`src/rtl/ssc_pkg.sv`:
```
package ssc_pkg;
  localparam int NUM_CH    = 4;
  localparam int SIG_OUT   = 3;
  localparam int SIG_IO    = 2;
  localparam int BYTE_W    = 8;
  localparam int CH_W      = $clog2(NUM_CH);
  localparam int SLOT_N    = 2 * NUM_CH;
  localparam int CNT_W     = $clog2(BYTE_W + 2);
  localparam int IO_N      = NUM_CH * SIG_IO;
  localparam int CTL_IO_LSB  = SIG_OUT;
  localparam int CTL_DIR_LSB = SIG_OUT + SIG_IO;

  typedef logic [BYTE_W-1:0] byte_t;

  localparam byte_t      CFG_RST  = '0;
  localparam logic [2:0] SEL_SLIC = 3'b101;
endpackage

```
`src/rtl/ssc_sync.sv`:
```
module ssc_sync #(
  parameter int W = 1,
  parameter logic [W-1:0] RST_VAL = '0
) (
  input  logic         clk_i,
  input  logic         rst_ni,
  input  logic [W-1:0] d_i,
  output logic [W-1:0] q_o
);
  logic [W-1:0] s1_q, s2_q;

  always_ff @(posedge clk_i or negedge rst_ni) begin
    if (!rst_ni) begin
      s1_q <= RST_VAL;
      s2_q <= RST_VAL;
    end else begin
      s1_q <= d_i;
      s2_q <= s1_q;
    end
  end

  assign q_o = s2_q;
endmodule

```
`src/rtl/ssc_frame.sv`:
```
module ssc_frame
  import ssc_pkg::*;
(
  input  logic  clk_i,
  input  logic  rst_ni,
  input  logic  cs_n_i,
  input  logic  sclk_i,
  input  logic  sdi_i,
  input  byte_t tx_i,
  output logic  start_o,
  output logic  stop_o,
  output logic  done_o,
  output byte_t rx_o,
  output logic  sdo_o
);
  logic             cs_q, sclk_q, sdo_q;
  logic [CNT_W-1:0] cnt_q;
  byte_t            rx_q, tx_q;
  logic             fall, rise;

  assign start_o = cs_q & ~cs_n_i;
  assign stop_o  = ~cs_q & cs_n_i;
  assign fall    = ~cs_n_i & sclk_q & ~sclk_i;
  assign rise    = ~cs_n_i & ~sclk_q & sclk_i;
  assign done_o  = stop_o & (cnt_q == CNT_W'(BYTE_W));

  always_ff @(posedge clk_i or negedge rst_ni) begin
    if (!rst_ni) begin
      cs_q   <= 1'b1;
      sclk_q <= 1'b0;
      cnt_q  <= '0;
      rx_q   <= '0;
      tx_q   <= '0;
      sdo_q  <= 1'b0;
    end else begin
      cs_q   <= cs_n_i;
      sclk_q <= sclk_i;
      if (start_o) begin
        cnt_q <= '0;
        tx_q  <= tx_i;  // status snapshot
      end else begin
        if (fall) begin
          rx_q <= {rx_q[BYTE_W-2:0], sdi_i};
          if (cnt_q != CNT_W'(BYTE_W + 1)) cnt_q <= cnt_q + 1'b1;
        end
        if (rise) begin
          sdo_q <= tx_q[BYTE_W-1];
          tx_q  <= {tx_q[BYTE_W-2:0], 1'b0};
        end
      end
    end
  end

  assign rx_o  = rx_q;
  assign sdo_o = sdo_q;
endmodule

```
`src/rtl/ssc_regs.sv`:
```
module ssc_regs
  import ssc_pkg::*;
(
  input  logic                     clk_i,
  input  logic                     rst_ni,
  input  logic                     start_i,
  input  logic                     stop_i,
  input  logic                     done_i,
  input  byte_t                    rx_i,
  output byte_t                    cfg_o,
  output logic [SLOT_N*BYTE_W-1:0] slot_o,
  output logic [NUM_CH*BYTE_W-1:0] ctl_o,
  output logic                     rd_act_o
);
  byte_t             cfg_q;
  byte_t             slot_q [SLOT_N];
  byte_t             ctl_q  [NUM_CH];
  logic              rd_pend_q, rd_act_q;
  logic [CH_W-1:0]   ch_sel;
  logic [CH_W:0]     slot_sel;

  assign ch_sel   = cfg_q[2 +: CH_W];
  assign slot_sel = {ch_sel, cfg_q[0]};

  always_ff @(posedge clk_i or negedge rst_ni) begin
    if (!rst_ni) begin
      cfg_q     <= CFG_RST;
      rd_pend_q <= 1'b0;
      rd_act_q  <= 1'b0;
      for (int i = 0; i < SLOT_N; i++) slot_q[i] <= '0;
      for (int i = 0; i < NUM_CH; i++) ctl_q[i]  <= '0;
    end else begin
      if (start_i) rd_act_q <= rd_pend_q;
      if (done_i) begin
        if (rd_act_q) begin
          rd_pend_q <= 1'b0;
        end else if (rx_i[BYTE_W-1]) begin
          cfg_q     <= rx_i;
          rd_pend_q <= (rx_i[6:4] == SEL_SLIC);
        end else if (!cfg_q[6]) begin
          if (!cfg_q[1]) slot_q[slot_sel] <= rx_i;
        end else if (cfg_q[6:4] == SEL_SLIC) begin
          ctl_q[ch_sel] <= rx_i;
        end
      end
      if (stop_i) rd_act_q <= 1'b0;
    end
  end

  for (genvar s = 0; s < SLOT_N; s++) begin : g_slot
    assign slot_o[s*BYTE_W +: BYTE_W] = slot_q[s];
  end
  for (genvar c = 0; c < NUM_CH; c++) begin : g_ctl
    assign ctl_o[c*BYTE_W +: BYTE_W] = ctl_q[c];
  end

  assign cfg_o    = cfg_q;
  assign rd_act_o = rd_act_q;
endmodule

```
`src/rtl/ssc_pins.sv`:
```
module ssc_pins
  import ssc_pkg::*;
(
  input  logic [NUM_CH*BYTE_W-1:0]  ctl_i,
  input  logic [IO_N-1:0]           pad_i,
  input  logic [CH_W-1:0]           ch_sel_i,
  output logic [NUM_CH*SIG_OUT-1:0] sig_o,
  output logic [IO_N-1:0]           io_o,
  output logic [IO_N-1:0]           io_oe_o,
  output byte_t                     status_o
);
  byte_t              st [NUM_CH];
  logic [NUM_CH-2:0]  shared;

  // low status bits: pin 0 of channels 1..N-1, lowest channel highest
  for (genvar k = 1; k < NUM_CH; k++) begin : g_shared
    assign shared[NUM_CH-1-k] = pad_i[k*SIG_IO];
  end

  for (genvar c = 0; c < NUM_CH; c++) begin : g_ch
    logic [BYTE_W-1:0] b;
    assign b = ctl_i[c*BYTE_W +: BYTE_W];
    assign sig_o[c*SIG_OUT +: SIG_OUT]  = b[SIG_OUT-1:0];
    assign io_o[c*SIG_IO +: SIG_IO]     = b[CTL_IO_LSB +: SIG_IO];
    assign io_oe_o[c*SIG_IO +: SIG_IO]  = b[CTL_DIR_LSB +: SIG_IO];
    assign st[c] = {pad_i[c*SIG_IO+1], pad_i[c*SIG_IO], b[SIG_OUT-1:0], shared};
  end

  assign status_o = st[ch_sel_i];
endmodule

```
`src/rtl/slic_serial_ctrl.sv`:
```
module slic_serial_ctrl
  import ssc_pkg::*;
(
  input  logic                      clk_i,
  input  logic                      rst_ni,
  input  logic                      cs_ni,
  input  logic                      sclk_i,
  input  logic                      sdi_i,
  output logic                      sdo_o,
  output logic                      sdo_en_o,
  output logic [BYTE_W-1:0]         cfg_o,
  output logic [SLOT_N*BYTE_W-1:0]  slot_o,
  output logic [NUM_CH*SIG_OUT-1:0] sig_o,
  output logic [IO_N-1:0]           io_o,
  output logic [IO_N-1:0]           io_oe_o,
  input  logic [IO_N-1:0]           io_i
);
  logic [2:0]               ser_s;
  logic [IO_N-1:0]          pad_s;
  logic                     start, stop, done, rd_act, sdo_bit;
  byte_t                    rx, status, cfg;
  logic [NUM_CH*BYTE_W-1:0] ctl;

  ssc_sync #(.W(3), .RST_VAL(3'b100)) u_ser_sync (
    .clk_i, .rst_ni, .d_i({cs_ni, sclk_i, sdi_i}), .q_o(ser_s)
  );

  ssc_sync #(.W(IO_N), .RST_VAL('0)) u_pad_sync (
    .clk_i, .rst_ni, .d_i(io_i), .q_o(pad_s)
  );

  ssc_frame u_frame (
    .clk_i, .rst_ni,
    .cs_n_i(ser_s[2]), .sclk_i(ser_s[1]), .sdi_i(ser_s[0]),
    .tx_i(status), .start_o(start), .stop_o(stop), .done_o(done),
    .rx_o(rx), .sdo_o(sdo_bit)
  );

  ssc_regs u_regs (
    .clk_i, .rst_ni, .start_i(start), .stop_i(stop), .done_i(done),
    .rx_i(rx), .cfg_o(cfg), .slot_o(slot_o), .ctl_o(ctl), .rd_act_o(rd_act)
  );

  ssc_pins u_pins (
    .ctl_i(ctl), .pad_i(pad_s), .ch_sel_i(cfg[2 +: CH_W]),
    .sig_o(sig_o), .io_o(io_o), .io_oe_o(io_oe_o), .status_o(status)
  );

  assign cfg_o    = cfg;
  assign sdo_en_o = ~cs_ni & rd_act;
  assign sdo_o    = sdo_en_o & sdo_bit;
endmodule

```
`config.mk`:
```
export PLATFORM = sky130hd
export DESIGN_NAME = slic_serial_ctrl
export DESIGN_NICKNAME = d
export VERILOG_FILES = /design/src/rtl/ssc_pkg.sv /design/src/rtl/ssc_sync.sv /design/src/rtl/ssc_frame.sv /design/src/rtl/ssc_regs.sv /design/src/rtl/ssc_pins.sv /design/src/rtl/slic_serial_ctrl.sv
export SDC_FILE = /design/constraint.sdc
export NUM_CORES = 1
export LEC_CHECK = 0
export BUFFER_PORTS_ARGS = -buffer_cell sky130_fd_sc_hd__buf_4
export CAP_MARGIN = 5
export CORE_UTILIZATION = 23
export CTS_CLUSTER_DIAMETER = 60
export DETAILED_ROUTE_END_ITERATION = 6
export GPL_ROUTABILITY_DRIVEN = 0
export HOLD_SLACK_MARGIN = 0.15
export PLACE_DENSITY = 0.41
export SYNTH_ARGS = -nofsm -noshare
export SYNTH_HDL_FRONTEND = slang
export SYNTH_HIERARCHICAL = 1
export SYNTH_SLANG_ARGS = --single-unit
```
`constraint.sdc`:
```
create_clock -name clk_i -period 2.22 [get_ports clk_i]
set_input_delay 0.333 -clock clk_i [delete_from_list [all_inputs] [get_ports clk_i]]
set_output_delay 0.333 -clock clk_i [all_outputs]
set_load 0.1 [all_outputs]
```
## After elaboration in Yosys (flattened, before gate mapping)

Index checks and enable logic that the tools add are counted.

- Word-level logic and storage cells: 87
- Output and inout port bits: 102
- Register bits after elaboration: 151

- Bitwise gates (word level): 21
- Equality and inequality tests: 4
- Reduce and logical (&&, ||, !) cells: 14
- Magnitude comparators: 4
- Multiplexer cells: 18
- $add $sub $neg: 1

Operator list:

| cell | count |
|---|---|
| $bwmux W64 | 1 |
| $mux W8 | 6 |
| $bwmux W32 | 1 |
| $demux W8 S3 | 1 |
| $bmux W8 S2 | 1 |
| $demux W8 S2 | 1 |
| $mux W4 | 3 |
| $not A1 Y1 | 10 |
| $reduce_and A5 Y1 | 2 |
| $reduce_bool A2 Y1 | 5 |
| $and A1 B1 Y1 | 9 |
| $reduce_and A2 Y1 | 4 |
| $eq A3 B3 Y1 const B | 2 |
| $add A4 B1 Y4 const B | 1 |
| $eq A4 B4 Y1 const B | 1 |
| $ge A4 B4 Y1 const B | 1 |
| $lt A4 B1 Y1 const B | 1 |
| $mux W1 | 4 |
| $ne A4 B4 Y1 const B | 1 |
| $not A3 Y4 | 1 |
| $ge A3 B3 Y1 const B | 1 |
| $lt A3 B1 Y1 const B | 1 |
| $not A2 Y3 | 1 |
| $reduce_and A3 Y1 | 1 |
| $logic_and A1 B1 Y1 | 2 |

## Depth between registers and ports, before layout

- Word-level depth: 6
- Mapped depth: 7
- Mapped depth without buffers: 6

## Modules after synthesis

Netlist, hierarchy kept.

By module, submodules not included:

| module | cells an instance | area each (um^2) | times used | sequential area each (um^2) |
|---|---|---|---|---|
| ssc_regs | 247 | 4062.6 | 1 | 2652.5 |
| ssc_frame | 89 | 1049.8 | 1 | 576.8 |
| ssc_sync at u_pad_sync | 16 | 400.4 | 1 | 400.4 |
| ssc_pins | 37 | 356.6 | 1 | 0.0 |
| ssc_sync at u_ser_sync | 6 | 152.6 | 1 | 152.6 |
| slic_serial_ctrl | 2 | 15.0 | 1 | 0.0 |

## Worst setup path after synthesis

Ideal clock, no wire load.

- Path kind: register to output
- Start: reg u_regs.rd_act_q (netlist: u_regs/rd_act_o)
- End: out sdo_en_o
- Buffers on the path: 0
- Setup slack: -0.054 ns
- Data arrival time: 1.941 ns
- Cell stages (with the launch flop): 2
- Path through: dfrtp_1 -> nor2b_1

- Longest elaborated chain between the ends: 1

RTL lines:

| element | RTL line | source |
|---|---|---|
| from (decl) | ssc_regs.sv:18 | `logic rd_pend_q, rd_act_q;` |
| from (signal assigned) | ssc_regs.sv:33 | `if (start_i) rd_act_q <= rd_pend_q;` |
| $and A1 B1 Y1 | slic_serial_ctrl.sv:50 | `assign sdo_en_o = ~cs_ni & rd_act;` |
| to (decl) | slic_serial_ctrl.sv:10 | `output logic sdo_en_o,` |

Every way passes these cells.

## Final worst setup path

- Start: reg u_ser_sync.s2_q[2] (netlist: u_ser_sync/q_o[2])
- End: reg u_regs.slot_q, in the netlist u_regs/slot_o[4]

- Longest elaborated chain between the ends: 3

RTL lines:

| element | RTL line | source |
|---|---|---|
| from (decl) | ssc_sync.sv:10 | `logic [W-1:0] s1_q, s2_q;` |
| from (signal assigned) | ssc_sync.sv:18 | `s2_q <= s1_q;` |
| $and A1 B1 Y1 | ssc_frame.sv:22 | `assign stop_o = ~cs_q & cs_n_i;` |
| via stop | slic_serial_ctrl.sv:20 | `logic start, stop, done, rd_act, sdo_bit;` |
| $and A1 B1 Y1 | ssc_frame.sv:25 | `assign done_o = stop_o & (cnt_q == CNT_W'(BYTE_W));` |
| via done | slic_serial_ctrl.sv:20 |  |
| $reduce_and A5 Y1 (no line) | -- |  |
| to (signal, indexed assignment) | ssc_regs.sv:41 | `if (!cfg_q[1]) slot_q[slot_sel] <= rx_i;` |
| to (decl) | ssc_regs.sv:16 | `byte_t slot_q [SLOT_N];` |

The timed path passes the listed nets, and every way through them passes these cells.
A chain may end at the register's enable or synchronous reset.

==> flow_summary.toml <==
[run_status]
status = "completed"

[grt]
use_met2_pct = 18.7
use_met1_pct = 15.5
grt_pass1_vias = 3646
gr-usage-met3_pct = 3.45
antenna_found_initial = 0
grt_overflow = 0
track_usage_pct = 11.8
grt_max_degree = 60
grt_busiest_layer = "met2"
grt_pass1_wl_um = 22800

[die]
coreArea_mm2 = 0.0252
rows = 58
ios = 115
dieHeight_um = 162
dieArea_mm2 = 0.0263
chipWidth_um = 162
initial_core_util_pct = 23.5

[clocking]
clk_pin_slew_worst_paths_ns = 0.06
clockRootBuffer = "clkbuf_16"
numClockSinks = 147
cts_tree = "done"
cts_max_level = 4
clkLatencyLatePin_ns = 0.42
clockBufferDepth = 2
numCtsBuffers = 17

[pwr]
p_sw_uw = 1430
sw_frac_of_total_pct = 24.0
power_frac_seq_pct = 49.7
power_density_mw_per_mm2 = 777
p_leak_uw = 0.00383
power_frac_comb_pct = 3.2
power_uw = 5960
ir_drop_uv = 397
clkPwrFrac_pct = 47.1
internal-power_uw = 4530

[sta]
tns_ns = 0
fmax_ghz = 0.478
timing.final.crit_share_pct = 94.2
hold_viol_final = 0
fin_skew_ns = 0.00962
tightest_slew_ns = 0.711
rsz0062_at_grt = "false"
finalSetupViolCount = 0
timing.final.ws_setup_ns = 0.128
slew_viol_final = 0
fin_crit_ns = 2.09
max_slew_margin_pct = 52.6

[cells_and_area]
final_cells = 842
area_growth_pct = 29.9
drive_gt1_share_pct = 55.3
num_antenna_cells = 0
post-route-util_pct = 30.5
nets = 515

[placement]
dp.cells = 798
dp_slack_ns = 0.0994
place_hpwl_um = 9970
portBuffers = 114

[min_path]
min-delay-start = "u_ser_sync/s1_q[1]"
hold_depth = 0
hp-class = "reg -> reg"
min_to = "u_ser_sync/q_o[1]"

[yosys]
yosys_warnings = 6
postSynthCellCount = 389
syn_area_mm2 = 0.00591
avgSynthCellArea_um2 = 15.2
synth_nets = 405

[setup_path]
path_max_fanout = 8
reg2reg_from = "u_ser_sync/q_o[2]"
reg2reg_to = "u_regs/slot_o[4]"
critPathLaunchType = "flop"
end_kind = "flop"
cp_data_required_time_ns = 2.52
worstSetupPathType = "reg -> reg"
r2r_cells = 6
r2r_slack_ns = 0.13
cp.arrival_ns = 2.40

[drt]
antenna_left = 0
drc_errors = 0
via_per_inst = 4.00
wl_per_cell_um = 17.4
num_vias = 3371
dr.pass1.iters = 4
drtIter0Drc = 112
drt_wl_total_um = 14700

[flow_run]
cap_violations = 0
timing repair:
action,4_1_cts,5_1_grt
hold buffers,12,0
buffers inserted,0,0
setup endpoints to repair,0,8
hold endpoints to repair,64,0
resized for setup,0,2
per-stage QoR:
step	hold slack, ns	instance area [µm²]
2_1_floorplan	0.0374	5920
3_3_place_gp	0.334	6970
3_5_place_dp	0.339	6970
4_1_cts	0.353	7670
5_1_grt	0.367	7680
6_report	0.349	7680
power by group through the flow:
| stage | Sequential [µW] | Combinational, µW | Clock [µW] |
|---|---|---|---|
| 3_3_place_gp | 3020 | 176 | 0 |
| 2_1_floorplan | 2850 | 146 | 0 |
| 3_5_place_dp | 3030 | 181 | 0 |
| 5_1_grt | 2990 | 219 | 3040 |
| 4_1_cts | 2980 | 200 | 2910 |
| 6_report | 2960 | 192 | 2810 |
placed cells by master, fill, tap and decap left out, drive strengths merged, types with 6 or more instances in the layout:
master and count:
a22oi 7, buf 124, dlygate4sd3 12, clkbuf 20, clkinv 6, and2 8
inv 13, mux2 100, dfrtp 144, o21ai 14, nand2 11
metal layers:
metal | part of all wire, % | wire length (µm)
met5 | 0 | 0
met1 | 46 | 6700
met4 | 1.4 | 204
met2 | 48 | 6980
met3 | 5.3 | 777
flip-flops by register name (all words and copies together), names as in the netlist:
register / count
u_regs/slot_o: 64
u_regs/ctl_o: 28
u_frame/rx_o: 8
u_frame/tx_q: 8
u_pad_sync/q_o: 8
u_pad_sync/s1_q: 8
u_regs/cfg_o: 8
u_frame/cnt_q: 4
u_ser_sync/q_o: 3
u_ser_sync/s1_q: 3
u_frame/cs_q: 1
u_frame/sclk_q: 1
u_frame/sdo_o: 1
u_regs/rd_act_o: 1
u_regs/rd_pend_q: 1
worst max-delay path by stage:
stage	startpoint	endpoint	slack, ns
after floorplan	u_regs/cfg_o[2]	u_regs/slot_o[28]	0.01
after global placement	u_ser_sync/q_o[2]	u_regs/slot_o[4]	0.13
after detailed placement	u_ser_sync/q_o[2]	u_regs/slot_o[4]	0.1
after CTS	u_ser_sync/q_o[2]	u_regs/slot_o[4]	0.09
after global routing	u_ser_sync/q_o[2]	u_regs/slot_o[4]	0.02
final	u_ser_sync/q_o[2]	u_regs/slot_o[4]	0.13
worst max-delay path, cell delays in order, from the launching register on:
cell and delay [ns]:
dfstp_2 0.52, nor2b_1 0.17, and4b_2 0.29, nor4b_4 0.31
buf_4 0.19, nand2_2 0.14, mux2_1 0.35
final cells by class:
type / instances / area [µm²]
multi-input cells: 185 / 1890
well taps: 330 / 413
repair buffers: 136 / 1070
fillers: 2518 / 17500
inverters: 12 / 45.0
flip-flops and latches: 147 / 3680
clock inverters: 12 / 133
clock buffers: 20 / 447
No activity file was read; power rests on OpenSTA's default activity.
